`src/rtl/bic_pkg.sv`:
```
package bic_pkg;

    typedef enum logic [2:0] {
        RGN_NONE,
        RGN_VEC,
        RGN_PROT,
        RGN_NMI,
        RGN_PEND,
        RGN_FIQ,
        RGN_EN,
        RGN_MASK
    } region_e;

    typedef enum logic {
        RSP_IDLE,
        RSP_SEND
    } rsp_state_e;

    // address bits [7:4] select a group, bits [3:2] a slot in the group
    localparam logic [3:0] GRP_CTRL = 4'h0;
    localparam logic [3:0] GRP_PEND = 4'h1;
    localparam logic [3:0] GRP_FIQ  = 4'h2;
    localparam logic [3:0] GRP_EN   = 4'h4;
    localparam logic [3:0] GRP_MASK = 4'h5;

    localparam logic [1:0] SLOT_VEC  = 2'd0;
    localparam logic [1:0] SLOT_PROT = 2'd2;
    localparam logic [1:0] SLOT_NMI  = 2'd3;

    localparam int unsigned VEC_LSB = 2;

endpackage

```
`src/rtl/bic_addr_dec.sv`:
```
module bic_addr_dec
    import bic_pkg::*;
#(
    parameter int unsigned ADDR_W   = 8,
    parameter int unsigned NUM_BANK = 3
) (
    input  logic [ADDR_W-1:0] addr,
    output region_e           region,
    output logic [1:0]        bank
);

    logic hi_zero;

    generate
        if (ADDR_W > 8) begin : g_wide
            assign hi_zero = (addr[ADDR_W-1:8] == '0);
        end else begin : g_narrow
            assign hi_zero = 1'b1;
        end
    endgenerate

    logic bank_ok;
    assign bank    = addr[3:2];
    assign bank_ok = (int'(addr[3:2]) < int'(NUM_BANK));

    always_comb begin
        region = RGN_NONE;
        if (hi_zero && (addr[1:0] == 2'b00)) begin
            case (addr[7:4])
                GRP_CTRL: begin
                    case (addr[3:2])
                        SLOT_VEC:  region = RGN_VEC;
                        SLOT_PROT: region = RGN_PROT;
                        SLOT_NMI:  region = RGN_NMI;
                        default:   region = RGN_NONE;
                    endcase
                end
                GRP_PEND: region = bank_ok ? RGN_PEND : RGN_NONE;
                GRP_FIQ:  region = bank_ok ? RGN_FIQ  : RGN_NONE;
                GRP_EN:   region = bank_ok ? RGN_EN   : RGN_NONE;
                GRP_MASK: region = bank_ok ? RGN_MASK : RGN_NONE;
                default:  region = RGN_NONE;
            endcase
        end
    end

endmodule

```
`src/rtl/bic_bank.sv`:
```
module bic_bank #(
    parameter int unsigned W = 32
) (
    input  logic         clk,
    input  logic         rst_n,
    input  logic [W-1:0] src,
    input  logic         wr_pend,
    input  logic         wr_en,
    input  logic         wr_mask,
    input  logic [W-1:0] wdata,
    output logic [W-1:0] pend,
    output logic [W-1:0] en,
    output logic [W-1:0] mask
);

    logic [W-1:0] clr;
    assign clr = wr_pend ? wdata : '0;

    // a level still high on the clearing edge keeps its bit set
    always_ff @(posedge clk or negedge rst_n) begin
        if (!rst_n) begin
            pend <= '0;
        end else begin
            pend <= (pend & ~clr) | src;
        end
    end

    always_ff @(posedge clk or negedge rst_n) begin
        if (!rst_n) begin
            en <= '0;
        end else if (wr_en) begin
            en <= wdata;
        end
    end

    always_ff @(posedge clk or negedge rst_n) begin
        if (!rst_n) begin
            mask <= '0;
        end else if (wr_mask) begin
            mask <= wdata;
        end
    end

endmodule

```
`src/rtl/bic_prio_enc.sv`:
```
module bic_prio_enc #(
    parameter int unsigned N     = 96,
    parameter int unsigned IDX_W = $clog2(N)
) (
    input  logic [N-1:0]     act,
    output logic [IDX_W-1:0] idx,
    output logic             hit
);

    // scan downward so the lowest set bit wins; bit 0 is never reported
    always_comb begin
        idx = '0;
        hit = 1'b0;
        for (int k = N - 1; k >= 1; k--) begin
            if (act[k]) begin
                idx = IDX_W'(k);
                hit = 1'b1;
            end
        end
    end

endmodule

```
`src/rtl/bic_rsp_fsm.sv`:
```
module bic_rsp_fsm
    import bic_pkg::*;
#(
    parameter int unsigned W = 32
) (
    input  logic         clk,
    input  logic         rst_n,
    input  logic         rd,
    input  logic [W-1:0] rd_word,
    output logic         rvalid,
    output logic [W-1:0] rdata
);

    rsp_state_e   state_q;
    rsp_state_e   state_d;
    logic [W-1:0] data_q;

    always_comb begin
        state_d = state_q;
        unique case (state_q)
            RSP_IDLE: state_d = rd ? RSP_SEND : RSP_IDLE;
            RSP_SEND: state_d = rd ? RSP_SEND : RSP_IDLE;
        endcase
    end

    always_ff @(posedge clk or negedge rst_n) begin
        if (!rst_n) begin
            state_q <= RSP_IDLE;
        end else begin
            state_q <= state_d;
        end
    end

    always_ff @(posedge clk or negedge rst_n) begin
        if (!rst_n) begin
            data_q <= '0;
        end else if (rd) begin
            data_q <= rd_word;
        end
    end

    always_comb begin
        rvalid = 1'b0;
        rdata  = '0;
        unique case (state_q)
            RSP_IDLE: begin
                rvalid = 1'b0;
                rdata  = '0;
            end
            RSP_SEND: begin
                rvalid = 1'b1;
                rdata  = data_q;
            end
        endcase
    end

endmodule

```
`src/rtl/banked_irq_ctrl.sv`:
```
module banked_irq_ctrl
    import bic_pkg::*;
#(
    parameter int unsigned NUM_BANK = 3,
    parameter int unsigned DATA_W   = 32,
    parameter int unsigned ADDR_W   = 8,
    parameter int unsigned NMI_W    = 2
) (
    input  logic                         clk,
    input  logic                         rst_n,
    input  logic [NUM_BANK*DATA_W-1:0]   src_lvl,
    input  logic                         bus_wr,
    input  logic                         bus_rd,
    input  logic [ADDR_W-1:0]            bus_addr,
    input  logic [DATA_W-1:0]            bus_wdata,
    output logic [DATA_W-1:0]            bus_rdata,
    output logic                         bus_rvalid,
    output logic                         irq_out
);

    localparam int unsigned NUM_SRC = NUM_BANK * DATA_W;
    localparam int unsigned IDX_W   = $clog2(NUM_SRC);

    region_e    dec_region;
    logic [1:0] dec_bank;

    bic_addr_dec #(
        .ADDR_W   (ADDR_W),
        .NUM_BANK (NUM_BANK)
    ) u_dec (
        .addr   (bus_addr),
        .region (dec_region),
        .bank   (dec_bank)
    );

    logic [DATA_W-1:0]  pend_b [NUM_BANK];
    logic [DATA_W-1:0]  en_b   [NUM_BANK];
    logic [DATA_W-1:0]  mask_b [NUM_BANK];
    logic [NUM_SRC-1:0] pend_flat;
    logic [NUM_SRC-1:0] act_flat;

    generate
        for (genvar b = 0; b < NUM_BANK; b++) begin : g_bank
            logic hit_bank;
            assign hit_bank = bus_wr && (int'(dec_bank) == b);

            bic_bank #(
                .W (DATA_W)
            ) u_bank (
                .clk     (clk),
                .rst_n   (rst_n),
                .src     (src_lvl[b*DATA_W +: DATA_W]),
                .wr_pend (hit_bank && (dec_region == RGN_PEND)),
                .wr_en   (hit_bank && (dec_region == RGN_EN)),
                .wr_mask (hit_bank && (dec_region == RGN_MASK)),
                .wdata   (bus_wdata),
                .pend    (pend_b[b]),
                .en      (en_b[b]),
                .mask    (mask_b[b])
            );

            assign pend_flat[b*DATA_W +: DATA_W] = pend_b[b];
            assign act_flat[b*DATA_W +: DATA_W]  = pend_b[b] & en_b[b] & ~mask_b[b];
        end
    endgenerate

    logic [IDX_W-1:0] vec_idx;
    logic             vec_hit;

    bic_prio_enc #(
        .N     (NUM_SRC),
        .IDX_W (IDX_W)
    ) u_prio (
        .act (act_flat),
        .idx (vec_idx),
        .hit (vec_hit)
    );

    logic [DATA_W-1:0] vec_word;
    assign vec_word = vec_hit ? (DATA_W'(vec_idx) << VEC_LSB) : '0;

    // plain storage registers
    logic             prot_q;
    logic [NMI_W-1:0] nmi_q;

    always_ff @(posedge clk or negedge rst_n) begin
        if (!rst_n) begin
            prot_q <= 1'b0;
            nmi_q  <= '0;
        end else if (bus_wr) begin
            if (dec_region == RGN_PROT) begin
                prot_q <= bus_wdata[0];
            end
            if (dec_region == RGN_NMI) begin
                nmi_q <= bus_wdata[NMI_W-1:0];
            end
        end
    end

    // processor interrupt, one register after the active set
    always_ff @(posedge clk or negedge rst_n) begin
        if (!rst_n) begin
            irq_out <= 1'b0;
        end else begin
            irq_out <= |act_flat;
        end
    end

    // read mux
    logic [DATA_W-1:0] rd_word;

    always_comb begin
        rd_word = '0;
        case (dec_region)
            RGN_VEC:  rd_word = vec_word;
            RGN_PROT: rd_word = DATA_W'(prot_q);
            RGN_NMI:  rd_word = DATA_W'(nmi_q);
            RGN_PEND, RGN_FIQ, RGN_EN, RGN_MASK: begin
                for (int b = 0; b < int'(NUM_BANK); b++) begin
                    if (int'(dec_bank) == b) begin
                        case (dec_region)
                            RGN_PEND: rd_word = pend_b[b];
                            RGN_FIQ:  rd_word = pend_b[b] & en_b[b] & mask_b[b];
                            RGN_EN:   rd_word = en_b[b];
                            default:  rd_word = mask_b[b];
                        endcase
                    end
                end
            end
            default:  rd_word = '0;
        endcase
    end

    bic_rsp_fsm #(
        .W (DATA_W)
    ) u_rsp (
        .clk     (clk),
        .rst_n   (rst_n),
        .rd      (bus_rd),
        .rd_word (rd_word),
        .rvalid  (bus_rvalid),
        .rdata   (bus_rdata)
    );

endmodule

```
`config.mk`:
```
export PLATFORM = sky130hd
export DESIGN_NAME = banked_irq_ctrl
export DESIGN_NICKNAME = d
export VERILOG_FILES = /design/src/rtl/bic_pkg.sv /design/src/rtl/bic_addr_dec.sv /design/src/rtl/bic_bank.sv /design/src/rtl/bic_prio_enc.sv /design/src/rtl/bic_rsp_fsm.sv /design/src/rtl/banked_irq_ctrl.sv
export SDC_FILE = /design/constraint.sdc
export NUM_CORES = 1
export LEC_CHECK = 0
export CORE_MARGIN = 8
export CORE_UTILIZATION = 29
export DETAILED_ROUTE_END_ITERATION = 8
export DONT_BUFFER_PORTS = 1
export PLACE_DENSITY = 0.5
export SETUP_SLACK_MARGIN = 0.02
export SLEW_MARGIN = 40
export SYNTH_ARGS = -nofsm -noshare
export SYNTH_HDL_FRONTEND = slang
export SYNTH_SLANG_ARGS = --single-unit
```
`constraint.sdc`:
```
create_clock -name clk -period 6.9 [get_ports clk]
set_input_delay 1.035 -clock clk [delete_from_list [all_inputs] [get_ports clk]]
set_output_delay 1.035 -clock clk [all_outputs]
set_load 0.02 [all_outputs]
```
==> summary.txt <==
Job
  • Maxcap violations: 0

Clocking
  • CTS Buf Count: 40
  • CTS Hold Bufs: 0
  • Post-CTS setup buffer count: 0
  • CTS Sinks: around 330
  • CTS tree: done
  • # H-tree levels: 2
  • Maximum root-to-sink buffer count: 3
  • Post-CTS sizing: 0
  • Latest clock arrival within the worst-skew pair: between 0.5 and 0.6 ns
  • Root buffer cell: clkbuf_16
  • Worst-path clk slew: 0.06 ns

Placement
  • Area after DPL: 17600 sq um
  • IO Port Bufs: 0
  • Detailed Place HPWL: about 41000 microns
  • Routability Congestion: 0.843

STA
  • Setup TNS: 0 ns
  • Clk_skew: between 0.015 and 0.02 ns
  • Period utilization: 57.2%
  • Worst-margin pin slew: 0.876 ns
  • Slew HR: 41.6%
  • Final-report hold violation count: 0
  • Post-route minimum period: 3.95 ns
  • Pins Over Slew Limit: 0
  • Endpoints failing setup: 0
  • FMAX: 253 MHz
  • RSZ-0062 raised after global routing: false

Synth
  • Ys async rst share: 100%
  • Share of the yosys chip area belonging to registers: between 40% and 50%
  • Synth area leaders: dfrtp_1 (48%), mux2_2 (13%), a21o_1 (4.5%)
  • Simple-gate share of the synthesized area: 14.8%
  • Synth Area in XOR/XNOR: less than 1%
  • Combinational family with the most area after synthesis: compound AO/OA/AOI/OAI gates
  • Yosys reg bits: ~330
  • Post-synthesis compound-gate area fraction: 19.6%
  • Cell taking the most area after synthesis: dfrtp_1
  • Post-Syn Instances: ~1600
  • EDFF count, synth: 0
  • Main synth FF type: dfrtp_1
  • Mapped Avg Cell Area: 10.8 sq um
  • Area share of fa/ha/maj cells after synthesis: 0.297%
  • Mux cell area share after synthesis: about an eighth
  • Synth warn: 0
  • Count of cell types in the netlist: 77
  • Post-Syn Area: about 17000 sq um
  • Synthesized Nets: 1698
  • Synth top area share: 48.2%

Worst hold path
  • Min-delay worst type: input pin to async pin

Detailed routing
  • Routed wire per std cell: around 27 microns
  • DR vias/cell: about 5.7
  • 1st-pass router iterations: 5
  • Initial DRC count: around 1000
  • Final wirelength: 62000 microns
  • Via count: 12958
  • Post-route ant nets: 0
  • # DRC: 0

Worst setup path
  • Crit path max-delay family: buffers and inverters
  • Crit path max fanout: 61
  • Crit-path cells: inv_1 > ha_1 > o21bai_1 > mux2_2 > nor2_4 > buf_4 > buf_4 > nor4_2 > nor2b_1 > nor3b_1 > a221o_1
  • Worst-path cell with the longest stage delay: buf_4
  • Crit Path Class: input pin to register
  • CP Buf/Inv Count: 3
  • Startpoint Class: input pin
  • Reg2reg setup slack: ~3.9 ns
  • Worst path arrival time: 4.39 ns
  • Crit end category: register
  • Top cell by count, worst path: buf_4
  • Critical path's largest stage delay: 0.76 ns
  • Cells on worst reg2reg path: 7
  • Reg-to-Reg End: irq_out
  • Req. time, crit path: about 7.3 ns
  • Worst r2r src: g_bank[2].u_bank.pend[1]

Global routing
  • Grt ovf: 0
  • Vias in the first global route: 13139
  • First-pass GRT wire length: 91900 microns
  • Largest net degree at the start of global routing: 326
  • Gr usage total: 18.3%
  • Initial antenna violation count: 2

Run status
  • Status: completed

Die
  • Core ar.: 57600 sq um
  • Die Area: 66100 sq um
  • Initial core utilization: just under 30%
  • Row count: 88
  • Die span in y: 257 microns
  • Die W: 257 microns
  • # IOs: between 150 and 200

Finish
  • Filler instances: 5811
  • Share of cells above drive strength 1: 19.8%
  • Register area: 8140 sq um
  • Nets: 1641
  • Footprint of the multi-input gates: 8150 sq um
  • Design area: 18900 sq um
  • Area growth syn-to-layout: 12.1%

Pwr
  • LEAKAGE: 0.00800 uW
  • Peak VDD IR: 0.000169 V
  • Pwr per Cell Area: 221 nW/um^2
[per-layer routing]
metal / part of all wire (%) / global-route usage [%] / up-vias
met3: 6.8 / 4.50 / 100
met5: 0.048 / 0 / -
met1: 44 / 23.9 / 6745
met2: 47 / 29.5 / 405
met4: 2.5 / 5.70 / 4
li1: - / - / 5704
[final cells by class]
cell class,instances,area share (%)
multi-input combinational,1073,43.1
tap,765,5.06
clock buffer,53,5.82
clock inverter,12,0.999
inverter,35,0.695
sequential,325,43.0
antenna,2,0.0265
timing repair buffer,22,1.25
[power breakdown]
| group | internal (uW) | leakage, uW | switching, uW | total (uW) |
|---|---|---|---|---|
| registers | 1910 | 0.00404 | 11.4 | 1930 |
| logic | 41.8 | 0.00333 | 74.2 | 116 |
| clock network | 1300 | 0.000636 | 838 | 2140 |
| total | 3260 | 0.00800 | 924 | 4180 |
[layout by cell type (no fill, tap or decap), drive strengths merged, types with 41 or more instances in the layout]
master  synthesis  layout
a21o          101     101
and3b          49      49
clkbuf         85      53
dfrtp         325     325
mux2          197     197
nand2         156     156
nand3b         47      47
nor2           52      52
o21ai          41      41
o221ai         76      76
o22a           69      69
[Yosys cell counts, drive strengths merged (4+ instances only)]
master and count:
and3b 49, o21a 7, mux2 197, or4 4, and2 38, nand2 156, nand2b 8, nand3b 47
o2111ai 27, o22ai 7, a211oi 5, a2111oi 5, o211ai 7, nor4 16, a31oi 4, buf 36
a21o 101, ha 4, o21ai 41, o221a 7, nor2b 9, inv 35, o21bai 8, nand3 14
o31ai 11, o22a 69, a21oi 25, or2 6, o221ai 76, dfrtp 325, nor2 52, clkbuf 85
nor3 20, nand4 13
[state kept, by name, summed over array words and instances, names as in the netlist]
name                cells
g_bank.u_bank.en       96
g_bank.u_bank.mask     96
g_bank.u_bank.pend     96
irq_out                 1
nmi_q                   2
prot_q                  1
u_rsp.data_q           32
u_rsp.state_q           1
[how the worst max path moves through the flow]
stage,from,to,cells past startpoint,slack [ns]
6_report,bus_addr[2],u_rsp.data_q[6],11,2.95
5_1_grt,bus_addr[2],u_rsp.data_q[6],11,2.80
4_1_cts,bus_addr[2],u_rsp.data_q[6],11,2.98
3_5_place_dp,bus_addr[2],u_rsp.data_q[6],11,2.40
3_3_place_gp,bus_addr[2],u_rsp.data_q[6],11,2.48
2_1_floorplan,bus_addr[2],u_rsp.data_q[2],8,3.63
[kinds of logic after synthesis]
family                   count (synthesis)
AO/OA/AOI/OAI                          424
AND/OR/NAND/NOR                        445
XOR/XNOR                                 1
buffers and inverters                  156
multiplexers                           199
adder cells (fa/ha/maj)                  4
flip-flops                             325
[metrics by stage]
stage	instances	util, %	setup slack, ns	hold WS, ns	power [uW]
5_1_grt	2285	32.8	2.80	0.179	4320
3_5_place_dp	2219	30.5	2.40	0.491	2070
6_report	2287	32.8	2.95	0.203	4180
3_3_place_gp	2216	30.4	2.48	0.488	2070
2_1_floorplan	1554	-	3.63	0.456	2050
4_1_cts	2284	32.8	2.98	0.175	4230
[worst register-to-register path, delay by kind of cell (launching register included)]
kind | cells | cell delay [ns]
and+or+nand+nor | 5 | 1.87
AOI/OAI and AO/OA | 2 | 0.58
DFF | 1 | 0.39
No activity file was read; power rests on OpenSTA's default activity.
